### config.mk
export PLATFORM = sky130hd
export DESIGN_NAME = supply_guard
export DESIGN_NICKNAME = d
export VERILOG_FILES = /design/src/rtl/supply_guard_pkg.sv /design/src/rtl/flag_filter.sv /design/src/rtl/recovery_timer.sv /design/src/rtl/supply_guard.sv
export SDC_FILE = /design/constraint.sdc
export NUM_CORES = 1
export LEC_CHECK = 0
export BUFFER_PORTS_ARGS = -buffer_cell sky130_fd_sc_hd__clkbuf_2
export CORE_AREA = 8 8 77 79
export DETAILED_ROUTE_END_ITERATION = 6
export DIE_AREA = 0 0 85 87
export GPL_TIMING_DRIVEN = 0
export SYNTH_ARGS = -nofsm -noshare
export SYNTH_HDL_FRONTEND = slang
export SYNTH_SLANG_ARGS = --single-unit
### constraint.sdc
create_clock -name clk_i -period 2.6 [get_ports clk_i]
set_input_delay 0.52 -clock clk_i [delete_from_list [all_inputs] [get_ports clk_i]]
set_output_delay 0.52 -clock clk_i [all_outputs]
set_load 0.01 [all_outputs]
### src/rtl/supply_guard_pkg.sv
package supply_guard_pkg;

  localparam int NUM_FLAGS       = 3;
  localparam int FLG_MAIN_OK     = 0;
  localparam int FLG_MAIN_GT_BAT = 1;
  localparam int FLG_THR_GT_BAT  = 2;

  // BCD calendar word; sec[7] is the oscillator-halt bit
  typedef struct packed {
    logic [7:0] year;
    logic [7:0] month;
    logic [7:0] date;
    logic [7:0] dow;
    logic [7:0] hour;
    logic [7:0] min;
    logic [7:0] sec;
  } cal_word_t;

  function automatic cal_word_t first_power_time();
    cal_word_t w;
    w.year  = 8'h00;
    w.month = 8'h01;
    w.date  = 8'h01;
    w.dow   = 8'h01;
    w.hour  = 8'h00;
    w.min   = 8'h00;
    w.sec   = 8'h00;
    return w;
  endfunction

endpackage

### src/rtl/flag_filter.sv
module flag_filter #(
  parameter int FILT_N = 4
) (
  input  logic clk_i,
  input  logic rst_ni,
  input  logic raw_i,
  output logic flt_o
);

  localparam int CW = $clog2(FILT_N) + 1;
  localparam logic [CW-1:0] LAST = CW'(FILT_N - 1);

  logic          s1_q, s2_q, flt_q;
  logic [CW-1:0] cnt_q;

  always_ff @(posedge clk_i or negedge rst_ni) begin
    if (!rst_ni) begin
      s1_q <= 1'b0;
      s2_q <= 1'b0;
    end else begin
      s1_q <= raw_i;
      s2_q <= s1_q;
    end
  end

  // flip only after FILT_N consecutive disagreeing samples
  always_ff @(posedge clk_i or negedge rst_ni) begin
    if (!rst_ni) begin
      flt_q <= 1'b0;
      cnt_q <= '0;
    end else if (s2_q != flt_q) begin
      if (cnt_q == LAST) begin
        flt_q <= s2_q;
        cnt_q <= '0;
      end else begin
        cnt_q <= cnt_q + 1'b1;
      end
    end else begin
      cnt_q <= '0;
    end
  end

  assign flt_o = flt_q;

  a_r2_flip_follows_sample: assert property (@(posedge clk_i) disable iff (!rst_ni)
    !$stable(flt_q) |-> ($past(s2_q) == flt_q));

  a_r2_full_window: assert property (@(posedge clk_i) disable iff (!rst_ni)
    !$stable(flt_q) |-> ($past(cnt_q) == LAST));

endmodule

### src/rtl/recovery_timer.sv
module recovery_timer #(
  parameter int REC_CYC = 20
) (
  input  logic clk_i,
  input  logic rst_ni,
  input  logic ok_i,
  output logic acc_o
);

  localparam int CW = $clog2(REC_CYC) + 1;
  localparam logic [CW-1:0] LAST = CW'(REC_CYC - 1);

  logic          acc_q;
  logic [CW-1:0] cnt_q;

  always_ff @(posedge clk_i or negedge rst_ni) begin
    if (!rst_ni) begin
      acc_q <= 1'b0;
      cnt_q <= '0;
    end else if (!ok_i) begin
      acc_q <= 1'b0;
      cnt_q <= '0;
    end else if (!acc_q) begin
      if (cnt_q == LAST) begin
        acc_q <= 1'b1;
        cnt_q <= '0;
      end else begin
        cnt_q <= cnt_q + 1'b1;
      end
    end
  end

  assign acc_o = acc_q & ok_i;

  a_r6_rise_after_count: assert property (@(posedge clk_i) disable iff (!rst_ni)
    $rose(acc_o) |-> ($past(ok_i) && $past(cnt_q) == LAST));

endmodule

### src/rtl/supply_guard.sv
module supply_guard
  import supply_guard_pkg::*;
#(
  parameter int FILT_N  = 4,
  parameter int REC_CYC = 20,
  parameter int DW      = 8
) (
  input  logic          clk_i,
  input  logic          rst_ni,
  input  logic          por_ni,
  input  logic          main_ok_i,
  input  logic          main_gt_bat_i,
  input  logic          thr_gt_bat_i,
  input  logic          host_req_i,
  input  logic          host_we_i,
  input  logic [DW-1:0] reg_rdata_i,
  output logic          on_batt_o,
  output logic          access_en_o,
  output logic          reg_req_o,
  output logic          reg_we_o,
  output logic [DW-1:0] host_rdata_o,
  output logic          denied_o,
  output logic          init_req_o,
  output logic [55:0]   init_time_o
);

  logic [NUM_FLAGS-1:0] raw, flt;
  logic ok_f, gt_f, thr_f;

  assign raw[FLG_MAIN_OK]     = main_ok_i;
  assign raw[FLG_MAIN_GT_BAT] = main_gt_bat_i;
  assign raw[FLG_THR_GT_BAT]  = thr_gt_bat_i;

  for (genvar g = 0; g < NUM_FLAGS; g++) begin : g_flt
    flag_filter #(.FILT_N(FILT_N)) u_flt (
      .clk_i (clk_i),
      .rst_ni(rst_ni),
      .raw_i (raw[g]),
      .flt_o (flt[g])
    );
  end

  assign ok_f  = flt[FLG_MAIN_OK];
  assign gt_f  = flt[FLG_MAIN_GT_BAT];
  assign thr_f = flt[FLG_THR_GT_BAT];

  // switchover point depends on threshold vs battery ordering
  assign on_batt_o = thr_f ? ~gt_f : ~ok_f;

  recovery_timer #(.REC_CYC(REC_CYC)) u_rec (
    .clk_i (clk_i),
    .rst_ni(rst_ni),
    .ok_i  (ok_f),
    .acc_o (access_en_o)
  );

  // host gate
  assign reg_req_o    = host_req_i & access_en_o;
  assign reg_we_o     = host_req_i & host_we_i & access_en_o;
  assign host_rdata_o = access_en_o ? reg_rdata_i : {DW{1'b1}};

  logic denied_q;
  always_ff @(posedge clk_i or negedge rst_ni) begin
    if (!rst_ni) denied_q <= 1'b0;
    else         denied_q <= host_req_i & ~access_en_o;
  end
  assign denied_o = denied_q;

  // first-power strobe; sticky flag survives rst_ni
  logic done_q, init_q;
  always_ff @(posedge clk_i or negedge por_ni) begin
    if (!por_ni) begin
      done_q <= 1'b0;
      init_q <= 1'b0;
    end else begin
      init_q <= ok_f & ~done_q;
      if (ok_f) done_q <= 1'b1;
    end
  end

  assign init_req_o  = init_q;
  assign init_time_o = first_power_time();

  a_r5_blocked_when_low: assert property (@(posedge clk_i) disable iff (!rst_ni || !por_ni)
    !ok_f |-> !access_en_o);

  a_r9_no_pass_when_blocked: assert property (@(posedge clk_i) disable iff (!rst_ni || !por_ni)
    (reg_req_o || reg_we_o) |-> access_en_o);

  a_r3_main_when_all_high: assert property (@(posedge clk_i) disable iff (!rst_ni || !por_ni)
    (ok_f && gt_f) |-> !on_batt_o);

  a_r7_single_pulse: assert property (@(posedge clk_i) disable iff (!rst_ni || !por_ni)
    init_req_o |=> !init_req_o);

  a_r8_once_per_por: assert property (@(posedge clk_i) disable iff (!rst_ni || !por_ni)
    $rose(init_req_o) |-> !$past(done_q));

  a_r10_denied_cause: assert property (@(posedge clk_i) disable iff (!rst_ni || !por_ni)
    denied_o |-> $past(host_req_i && !access_en_o));

endmodule

* After elaboration in Yosys (flattened, before gate mapping)
Cells that the tools add are included.
Word-level totals: register bits 28, bits of input ports 16, output and inout port bits 70
Operators by class: $add $sub $neg 4, eq/ne operators 8, mux-type cells 14, bitwise logic cells 10, reductions and logical operators 3
Operator list (number):
- 3-bit 2-to-1 mux | 6
- 6-bit 2-to-1 mux | 3
- 3-bit by 1-bit adder with 3-bit output, second input constant | 3
- 3-bit by 2-bit == test with 1-bit output, second input constant | 3
- 8-bit 2-to-1 mux | 1
- 6-bit by 1-bit adder with 6-bit output, second input constant | 1
- 1-bit AND | 6
- 6-bit by 5-bit == test with 1-bit output, second input constant | 1
- 2-bit AND reduction | 3
- 1-bit 2-to-1 mux | 4
- 1-bit inverter | 4
- 1-bit inequality test | 3
- 2-bit inequality test, second input constant | 1

* Longest topological paths before layout
Gate-level depths: netlist of the first run.
depth after elaboration 4, depth in mapped cells 4

* Modules after synthesis
Synthesis of the first run repeated with hierarchy kept, for this count alone.
Unflattened totals: cells, all modules 151, area total of the unflattened synthesis 1652.8 µm²
By module, submodules not included:
- flag_filter | instances 3, cells each 13, area an instance 216.5 µm²
- supply_guard | instances 1, cells each 76, area an instance 605.6 µm²
- recovery_timer | instances 1, cells each 36, area an instance 397.9 µm²

* Worst setup path after synthesis of the first run
Ideal clock, no wire load.
path kind register to output, start register u_rec.acc_q, end output host_rdata_o[0], arrival 1.030 ns, required time 2.080 ns, path slack 1.050 ns, stages on the path, launching flop included 5, path buffers 2, path through dfrtp_1 buf_6 and2_2 clkbuf_1 nand2b_1
Between the ends: longest elaborated chain between the ends 2
RTL lines:
- from (decl) | line recovery_timer.sv:13 | logic acc_q;
- from (signal assigned) | line recovery_timer.sv:18 | acc_q <= 1'b0;
- from (signal assigned) | line recovery_timer.sv:21 | acc_q <= 1'b0;
- from (signal assigned) | line recovery_timer.sv:25 | acc_q <= 1'b1;
- 1-bit AND | line recovery_timer.sv:33 | assign acc_o = acc_q & ok_i;
- named net access_en_o | line supply_guard.sv:18 | output logic access_en_o,
- 8-bit 2-to-1 mux | line supply_guard.sv:60 | assign host_rdata_o = access_en_o ? reg_rdata_i : {DW{1'b1}};
- to (decl) | line supply_guard.sv:21 | output logic [DW-1:0] host_rdata_o,
The timed path passes the listed nets, and every way through them passes these cells.

* Final worst setup path of the first run
start register u_rec.acc_q, end output host_rdata_o[1]
Between the ends: longest elaborated chain between the ends 2
RTL lines (line):
- 1-bit AND | recovery_timer.sv:33
- 8-bit 2-to-1 mux | supply_guard.sv:60
Every way passes these cells.

==> results of run 1 <==
==> sequential cells by signal (all words and copies together), names as in the netlist <==
signal,count
done_q,1
init_req_o,1
denied_o,1
g_flt.u_flt.flt_o,3
u_rec.cnt_q,6
g_flt.u_flt.cnt_q,9
g_flt.u_flt.s2_q,3
u_rec.acc_q,1
g_flt.u_flt.s1_q,3
==> final cells by class <==
cell class / count / share of cell area (%)
plain buffers: 59 / 20.9
clock buffers: 3 / 1.96
clock inverters: 1 / 1.43
inverters: 2 / 0.357
multi-input cells: 116 / 31.9
flip-flops and latches: 28 / 33.3
well taps: 56 / 3.33
repair buffers: 29 / 6.90
==> synthesized netlist by cell type (all sizes together) (3+ instances only) <==
cell,n,area [um2]
buf,57,432
nand2b,9,56.3
nor3,3,15.0
mux2,3,33.8
xnor2,4,35.0
nor2b,7,43.8
nor3b,7,52.6
nand2,3,11.3
dfrtp,28,701
a21boi,3,22.5
and2,3,20.0
ha,4,50.1
==> metal layers <==
metal | vias to the layer above | global-route usage [%]
met1 | 459 | 7.08
met2 | 35 | 13.9
met4 | 0 | 0.485
met3 | 0 | 4.06
li1 | 550 | -
met5 | - | 0
==> power by group through the flow <==
stage	clock, mW	sequential [mW]	combinational, mW
floorplan	0	0.583	0.302
global placement	0	0.593	0.365
detailed placement	0	0.598	0.369
CTS	0.343	0.589	0.371
global route	0.368	0.597	0.420
finish	0.327	0.586	0.370
==> cell families after synthesis <==
logic type      Yosys count  share of synthesized area (%)
fa+ha+maj                 4                           3.10
other cells               2                          0.465
mux                       5                           3.33
xor+xnor                  4                           2.17
compound gates           10                           4.49
buf+inv                  61                           27.7
flops                    28                           43.4
simple gates             37                           15.4
==> worst max-delay path, cell delays in order (launching register included) <==
cell and delay [ns]:
dfrtp_1 0.35, buf_6 0.13, and2_2 0.13, clkbuf_1 0.30, nand2b_1 0.10, clkbuf_2 0.14
==> stage by stage <==
| step | instances | area [um2] |
|---|---|---|
| 2_1_floorplan | 205 | 1820 |
| 3_3_place_gp | 290 | 2030 |
| 3_5_place_dp | 290 | 2030 |
| 4_1_cts | 294 | 2100 |
| 5_1_grt | 294 | 2100 |
| 6_report | 294 | 2100 |
==> final timing paths <==
| kind | end | slack, ns | cells past startpoint | startpoint |
|---|---|---|---|---|
| worst max-delay path | host_rdata_o[1] | 0.67 | 5 | u_rec.acc_q |
| worst min-delay path | done_q | 0.02 | 1 | por_ni |
| worst max register to register | u_rec.cnt_q[2] | 1.27 | 4 | u_rec.cnt_q[0] |
| worst min register to register | g_flt[2].u_flt.s2_q | 0.36 | 0 | g_flt[2].u_flt.s1_q |
| max in group asynchronous | g_flt[1].u_flt.cnt_q[1] | 1.94 | 1 | rst_ni |
| min in group clk_i | g_flt[2].u_flt.s1_q | 0.35 | 1 | thr_gt_bat_i |
==> results.md, run 1 <==
* GRT Util Overall at 7.36%
* Setup TNS at 0 ns
* Met2 routed WL at 1.47 mm
* CP max FO at 10
* Final design utilization at 43.4%
* GP Congestion at 0.748
* Area grow syn2layout at 30.3%
* Syn_area_per_cell at 10.7 um2
* Critical Path AT at 1.41 ns
* Total Nets Final at 259
* Chip width at 85 um
* Drt first pass iters at 3
* Part of the power in registers at 45.7%
* Final period demand of the worst path at 1.93 ns
* Min Hold Slack at 0.0250 ns
* Largest net degree at the start of global routing at 27
* Die ar. at 7400 um2
* Worst vdd ir at 408 uV
* Ports at 86
* RSZ-0062 raised after global routing: no
* Met1 WL at 1.13 mm
* Skew-Pair Late Insertion Delay at 0.26 ns
* Final period util at 74.4%
* CP required at 2.08 ns
* Vias/cell at 3.55
* Final setup vio count at 0
* Setup bufs post-CTS at 0
* Max Root-Sink Buffers at 2
* Syn Inst Count at 151
* Yosys reg bits at 28
* Post-route setup slack at 0.666 ns
* Crit end category: output port
* Worst-path clk slew at 0.09 ns
* Async SR Flop Fraction at 100%
* Leakage power at 1.17 nW
* Area of the multi-input gates at 671 um2
* Detailed Route WL at 2.81 mm
* TritonCTS clock tree: built
* Clock power frac at 25.5%
* Reg area at 701 um2
* Synthesized cell area at 1620 um2
* Post-detailed-route count of antenna-violating nets at 0
* DRC at 0
* Net Sw Power at 0.362 mW
* Slew margin rel. at 58.5%
* Dpl hpwl at 2.38 mm
* Register area share after synthesis at 43.4%
* Share of cells above drive strength 1 at 40.8%
* Max frequency at 0.517 GHz
* FILL cells at 454
* Netlist cell types at 27
* Die Y at 87 um
* Clock Skew at 0.00642 ns
* H-tree depth at 1
* Final Power at 1.28 mW
* Port bufs at 29
* Max_cap viols at 0
* Row cnt at 26
* Startpoint type of the worst setup path: flip-flop
* Slew Limit Fails at 0
* Highest routed layer: met3
* CTS Buf Count at 3
* Outcome: complete, no violations
* Starting Density at 33.3%
* Sw Ratio at 28.2%
* Core area at 4850 um2
* Total congestion overflow at 0
* Worst-Margin Slew at 0.622 ns
* Main flop type after synthesis: dfrtp_1
* EDFF count, synth at 0
* Wirelength per Cell at 9.57 um
* Vias in the first global route at 989
* Pint at 0.921 mW
* Post-CTS Hold Fix Bufs at 0
* CTS Sinks at 28
* Root Buffer: clkbuf_8
* Most frequent cells in the layout: buf_4, conb_1, clkbuf_2, dfrtp_1, nand2b_1
* First-pass GRT wire length at 4.44 mm
* Hold violation total from the final report at 0
* Power per Cell Area at 610 nW/um2
* Min-Delay Path Class: input port to asynchronous set/reset pin
* Initial antenna violation count at 0
* CP Class: flip-flop to output port
* Iter 0 DRT Violations at 18
* Comb power frac at 28.8%
* Pre-CTS setup slack at 0.933 ns
* Met3 wire length at 214 um
* Vias at 1044
* PostCTS Resize Cnt at 0
* Antenna cell count at 0
* Syn. warnings at 0
Power figures use the tool's default switching activity.
==> run 2, diff against run 1 <==
PLACE_DENSITY = 0.66   (was unset)
clock period = 1.7 ns   (was 2.6 ns; I/O delays follow)
==> run 2 against run 1 <==
  * Routed wire length shrank 0.28%
  * Worst setup slack lost 0.57 ns
  * Sequential cell count is the same
  * Critical path depth fell by 1
  * Total power is 54% higher
  * Sequential power grew 53%
  * First-iteration DRC count rose to 3.0 times the previous value
  * Sequential share of layout area fell by 0.12 points
  * Largest power group unchanged
==> results.md, run 2 (synthesis results as in run 1) <==
* Setup TNS at 0 ns
* Port bufs at 29
* Vias/cell at 3.53
* Placement Cell Area at 2030 um2
* Die Y at 87 um
* Power per Cell Area at 936 nW/um2
* Total Nets Final at 259
* Share of cells above drive strength 1 at 41.2%
* Vias at 1038
* Outcome: complete, no violations
* Fin area at 2110 um2
* GP Congestion at 0.709
* Slowest stage delay, CP at 0.38 ns
* Max_cap viols at 0
* DRC at 0
* Detailed Route WL at 2.81 mm
* Vias in the first global route at 981
* CTS Sinks at 28
* Wirelength per Cell at 9.54 um
* Max Root-Sink Buffers at 2
* Top Family by Delay on Critical Path: flip-flops
* Iter 0 DRT Violations at 54
* Initial antenna violation count at 0
* Die ar. at 7400 um2
* CP max-delay cell: dfrtp_1
* Hold violation total from the final report at 0
* Ports at 86
* Final period demand of the worst path at 1.60 ns
* Skew-Pair Late Insertion Delay at 0.27 ns
* Min-Delay Path Class: input port to asynchronous set/reset pin
* Setup bufs post-CTS at 0
* Post-detailed-route count of antenna-violating nets at 0
* Reg area at 701 um2
* CP max FO at 10
* Largest net degree at the start of global routing at 27
* Leakage power at 1.18 nW
* Sw Ratio at 28.5%
* Drt first pass iters at 4
* Top Registers: g_flt.u_flt.cnt_q: 9 flops, u_rec.cnt_q: 6 flops
* FILL cells at 470
* Startpoint type of the worst setup path: flip-flop
* Worst-path clk slew at 0.09 ns
* Total congestion overflow at 0
* Final period util at 94.4%
* Crit end category: output port
* Root Buffer: clkbuf_8
* TritonCTS clock tree: built
* Pre-CTS setup slack at 0.202 ns
* Core area at 4850 um2
* Chip width at 85 um
* Clock power frac at 25.7%
* Dpl hpwl at 2.38 mm
* Slew margin rel. at 57.1%
* Worst-Margin Slew at 0.643 ns
* Area of the multi-input gates at 671 um2
* Part of the power in registers at 45.5%
* Buf/Inv on CP at 2
* Post-route setup slack at 0.0959 ns
* Placed insts at 290
* Post-Layout Cell Count at 294
* Final design utilization at 43.6%
* First-pass GRT wire length at 4.49 mm
* Comb power frac at 28.8%
* Area grow syn2layout at 30.8%
* Final setup vio count at 0
* Antenna cell count at 0
* RSZ-0062 raised after global routing: no
* Clock Skew at 0.00570 ns
* Pint at 1.41 mW
* GRT Util Overall at 7.40%
* Row cnt at 26
* Critical Path AT at 1.26 ns
* Most frequent cells in the layout: buf_4, conb_1, clkbuf_2, dfrtp_1, nand2b_1
* Worst-path cell chain: buf_6 > and2_2 > nand2b_1 > clkbuf_2
* Net Sw Power at 0.564 mW
* CTS Buf Count at 3
* Largest register FFs at 9
* Starting Density at 33.3%
* Worst vdd ir at 410 uV
* Max frequency at 0.623 GHz
* CP required at 1.36 ns
* H-tree depth at 1
* Largest Register: g_flt.u_flt.cnt_q
* CP Class: flip-flop to output port
* Slew Limit Fails at 0
-- run 2: cell count changes in the layout (fill, tap and decap cells not counted) --
cell           previous run  this run
dlygate4sd3_1             0         1
clkbuf_1                  2         0
clkbuf_2                 29        30
-- run 2: per-layer routing --
metal / part of all wire, % / up-vias / wire [um] / global-route usage [%]
met5: 0 / - / 0 / 0
met3: 5.5 / 2 / 153 / 1.98
met2: 52 / 34 / 1470 / 13.3
li1: - / 550 / - / -
met4: 1.1 / 0 / 31 / 3.40
met1: 41 / 452 / 1150 / 7.91
-- run 2: final timing paths --
path,startpoint,to,slack [ns],depth (start not counted)
setup / recovery,u_rec.acc_q,host_rdata_o[0],0.1,4
hold / removal,rst_ni,g_flt[1].u_flt.cnt_q[0],0.08,1
setup reg to reg,u_rec.cnt_q[0],u_rec.cnt_q[2],0.37,4
hold reg to reg,g_flt[1].u_flt.s1_q,g_flt[1].u_flt.s2_q,0.36,0
max in group asynchronous,rst_ni,u_rec.cnt_q[4],1.21,1
min in group clk_i,main_gt_bat_i,g_flt[1].u_flt.s1_q,0.17,1
-- run 2: layout make-up --
type                            count  area share, %
Buffer                             58           20.7
Multi-Input combinational cell    116           31.8
Inverter                            2          0.355
Clock inverter                      1           1.42
Sequential cell                    28           33.2
Tap cell                           56           3.32
Clock buffer                        3           1.95
Timing Repair Buffer               30           7.35
-- run 2: power groups by stage --
stage                     clock (mW)  combinational, mW  sequential, mW
final                          0.508              0.569           0.899
after global routing           0.563              0.647           0.916
after CTS                      0.531              0.569           0.901
after detailed placement           0              0.563           0.915
after global placement             0              0.557           0.908
after floorplan                    0              0.461           0.891
-- run 2: metrics by stage --
stage                     power (mW)  hold slack, ns
after floorplan                 1.35          0.0444
after global placement          1.46           0.128
after detailed placement        1.48           0.135
after CTS                       2.00          0.0989
after global routing            2.13           0.132
final                           1.98          0.0808
-- run 2: timing repair --
action | CTS | global route
endpoints found under the hold margin | 2 | 0
gates resized for setup | 0 | 2
setup endpoints to repair | 9 | 1
hold buffers | 1 | 0
==> run 3, diff against run 2 <==
ABC_AREA = 1   (was unset)
CORE_AREA = 8 8 78 80   (was 8 8 77 79)
DIE_AREA = 0 0 86 88   (was 0 0 85 87)
PLACE_DENSITY = 0.65   (was 0.66)
==> run 3 against run 2 <==
  * Combinational power increased by 11%
  * Via count increased by 12%
  * Design area grew 1.7%
  * Sequential cell count stayed put
  * Critical path type unchanged
  * Largest cell class unchanged
  * Hold slack worse by 0.00088 ns
==> results.md, run 3 <==
* Leakage power at 1.24 nW
* Largest Register: g_flt.u_flt.cnt_q
* Initial antenna violation count at 0
* DRC at 0
* Worst Setup SP: g_flt[0].u_flt.flt_o
* CP required at 1.36 ns
* Vias/cell at 3.45
* Row cnt at 26
* Skew-Pair Late Insertion Delay at 0.27 ns
* Detailed Route WL at 3.08 mm
* Met3 wire length at 206 um
* Highest routed layer: met4
* Setup bufs post-CTS at 0
* Top Family by Delay on Critical Path: buffers and inverters
* Share of cells above drive strength 1 at 37.7%
* Synthesized cell area at 1620 um2
* Synth Area in Compound Gates at 1.85%
* Post-Synth Simple-Gate Area at 18.5%
* Worst-path clk slew at 0.09 ns
* Largest register FFs at 9
* Mux contribution to synthesized area at 0.694%
* Post-synthesis adder-cell area fraction at 3.08%
* Clock Skew at 0.00320 ns
* GRT Util Overall at 7.83%
* Max Root-Sink Buffers at 2
* TritonCTS clock tree: built
* Worst Reg-to-Reg Cells at 6
* Power per Cell Area at 946 nW/um2
* Critical Path Stages at 5
* Synth area leaders: dfrtp_1, buf_4, nand2_1
* Slew margin rel. at 56.7%
* Vias in the first global route at 1125
* Commonest cells in the netlist: buf_4, dfrtp_1, nand2_1
* GP Congestion at 0.739
* Most frequent CP cell: buf_6
* Worst-path cell chain: buf_6 > nand2_4 > buf_6 > or2_1 > clkbuf_2
* Die ar. at 7570 um2
* CP max FO at 10
* Ports at 86
* Wirelength per Cell at 9.11 um
* CP max-delay cell: dfrtp_1
* Antenna cell count at 0
* Yosys reg bits at 28
* Total Nets Final at 289
* Core area at 4910 um2
* EDFF count, synth at 0
* Min-Delay Path Class: input port to asynchronous set/reset pin
* Final period demand of the worst path at 1.62 ns
* Startpoint type of the worst setup path: flip-flop
* Critical Path AT at 1.28 ns
* CP Class: flip-flop to output port
* Most frequent cells in the layout: buf_4, conb_1, clkbuf_2, nand2_1, dfrtp_1
* Outcome: complete, no violations
* Starting Density at 33.0%
* Port bufs at 29
* Max frequency at 0.618 GHz
* Chip width at 86 um
* Met2 routed WL at 1.78 mm
* Area grow syn2layout at 32.4%
* Async SR Flop Fraction at 100%
* Syn Inst Count at 180
* Hold violation total from the final report at 0
* Crit path to: host_rdata_o[5]
* RSZ-0062 raised after global routing: no
* Drt first pass iters at 4
* Final period util at 95.3%
* Post-detailed-route count of antenna-violating nets at 0
* Vias at 1166
* CTS Buf Count at 3
* Min Hold Slack at 0.0799 ns
* Root Buffer: clkbuf_8
* Syn_area_per_cell at 9.02 um2
* Max_cap viols at 0
* Reg-to-reg critical path endpoint: u_rec.cnt_q[0]
* Final setup vio count at 0
* Main combinational cell family by area after synthesis: buffers and inverters
* Crit end category: output port
* H-tree depth at 1
* CTS Sinks at 28
* Netlist cell types at 24
* Worst-Margin Slew at 0.649 ns
* Slew Limit Fails at 0
* Worst vdd ir at 411 uV
* First-pass GRT wire length at 4.83 mm
* Dpl hpwl at 2.61 mm
* Post-synth top area share at 43.2%
* Register area share after synthesis at 43.2%
* Flop-to-flop setup slack at 0.47 ns
* Buf/Inv on CP at 3
* Reg-to-Reg Start: u_rec.cnt_q[0]
* Met1 WL at 1.06 mm
* Leading area contributor after synthesis: dfrtp_1
* Count leader, synth: buf_4
* XOR/XNOR Fraction of Synth Area at 2.16%
* Largest net degree at the start of global routing at 27
* Die Y at 88 um
* Final Power at 2.03 mW
* Setup TNS at 0 ns
* Syn. warnings at 0
* Slowest stage delay, CP at 0.35 ns
* Iter 0 DRT Violations at 40
* Main flop type after synthesis: dfrtp_1
* Top Registers: g_flt.u_flt.cnt_q: 9 flops, u_rec.cnt_q: 6 flops
* Total congestion overflow at 0
## run 3: changes by cell type in the layout (fill, tap and decap cells not counted), moves of 3 or more
cell	delta
a21boi_1	-3
nor3b_1	-5
inv_1	+10
nand2_1	+25
nor2_1	+10
or2_1	+4
nand2b_1	-9
nor2b_1	-7
nand3_1	+6
or2_2	+4
## run 3: power by group
group / internal [mW] / switching, mW / leakage (nW)
logic: 0.299 / 0.335 / 0.853
clock network: 0.315 / 0.197 / 0.0357
registers: 0.794 / 0.0929 / 0.354
## run 3: per-layer routing
metal / vias up / GRT usage [%]
li1: 616 / -
met1: 517 / 7.00
met2: 31 / 15.6
met3: 2 / 2.53
met4: 0 / 3.34
met5: - / 0
## run 3: per-stage QoR
stage | cell area (um2) | utilization, % | std cells | setup WS [ns]
CTS | 2140 | 43.6 | 338 | 0.0216
floorplan | 1830 | - | 234 | 0.495
finish | 2150 | 43.7 | 338 | 0.0806
global placement | 2060 | 41.9 | 333 | 0.349
global route | 2150 | 43.7 | 338 | 0.00296
detailed placement | 2060 | 41.9 | 333 | 0.331
## run 3: repair_timing
action / 4_1_cts / 5_1_grt
hold endpoints to repair: 2 / 0
gates resized for setup: 0 / 2
endpoints found under the setup margin: 0 / 4
hold buffers: 1 / 0
## run 3: how the worst min path moves through the flow
stage | start | to | slack [ns]
after floorplan | rst_ni | denied_o | 0.04
after global placement | por_ni | init_req_o | 0.13
after detailed placement | por_ni | init_req_o | 0.13
after CTS | rst_ni | g_flt[1].u_flt.cnt_q[1] | 0.11
after global routing | rst_ni | g_flt[1].u_flt.cnt_q[0] | 0.13
final | rst_ni | u_rec.cnt_q[1] | 0.08
## run 3: kinds of logic after synthesis
| logic type | count (synthesis) |
|---|---|
| buffers and inverters | 71 |
| AND/OR/NAND/NOR | 64 |
| flip-flops | 28 |
| AO/OA/AOI/OAI | 6 |
| adder cells (fa/ha/maj) | 4 |
| XOR/XNOR | 4 |
| other | 2 |
| multiplexers | 1 |
## run 3: layout make-up
type                       count  area [um2]
multi-input combinational    135         642
clock buffer                   3        41.3
tap                           70        87.6
clock inverter                 1        30.0
sequential                    28         701
buffer                        58         443
timing repair buffer          30         155
inverter                      13        48.8
fill                         500        2760
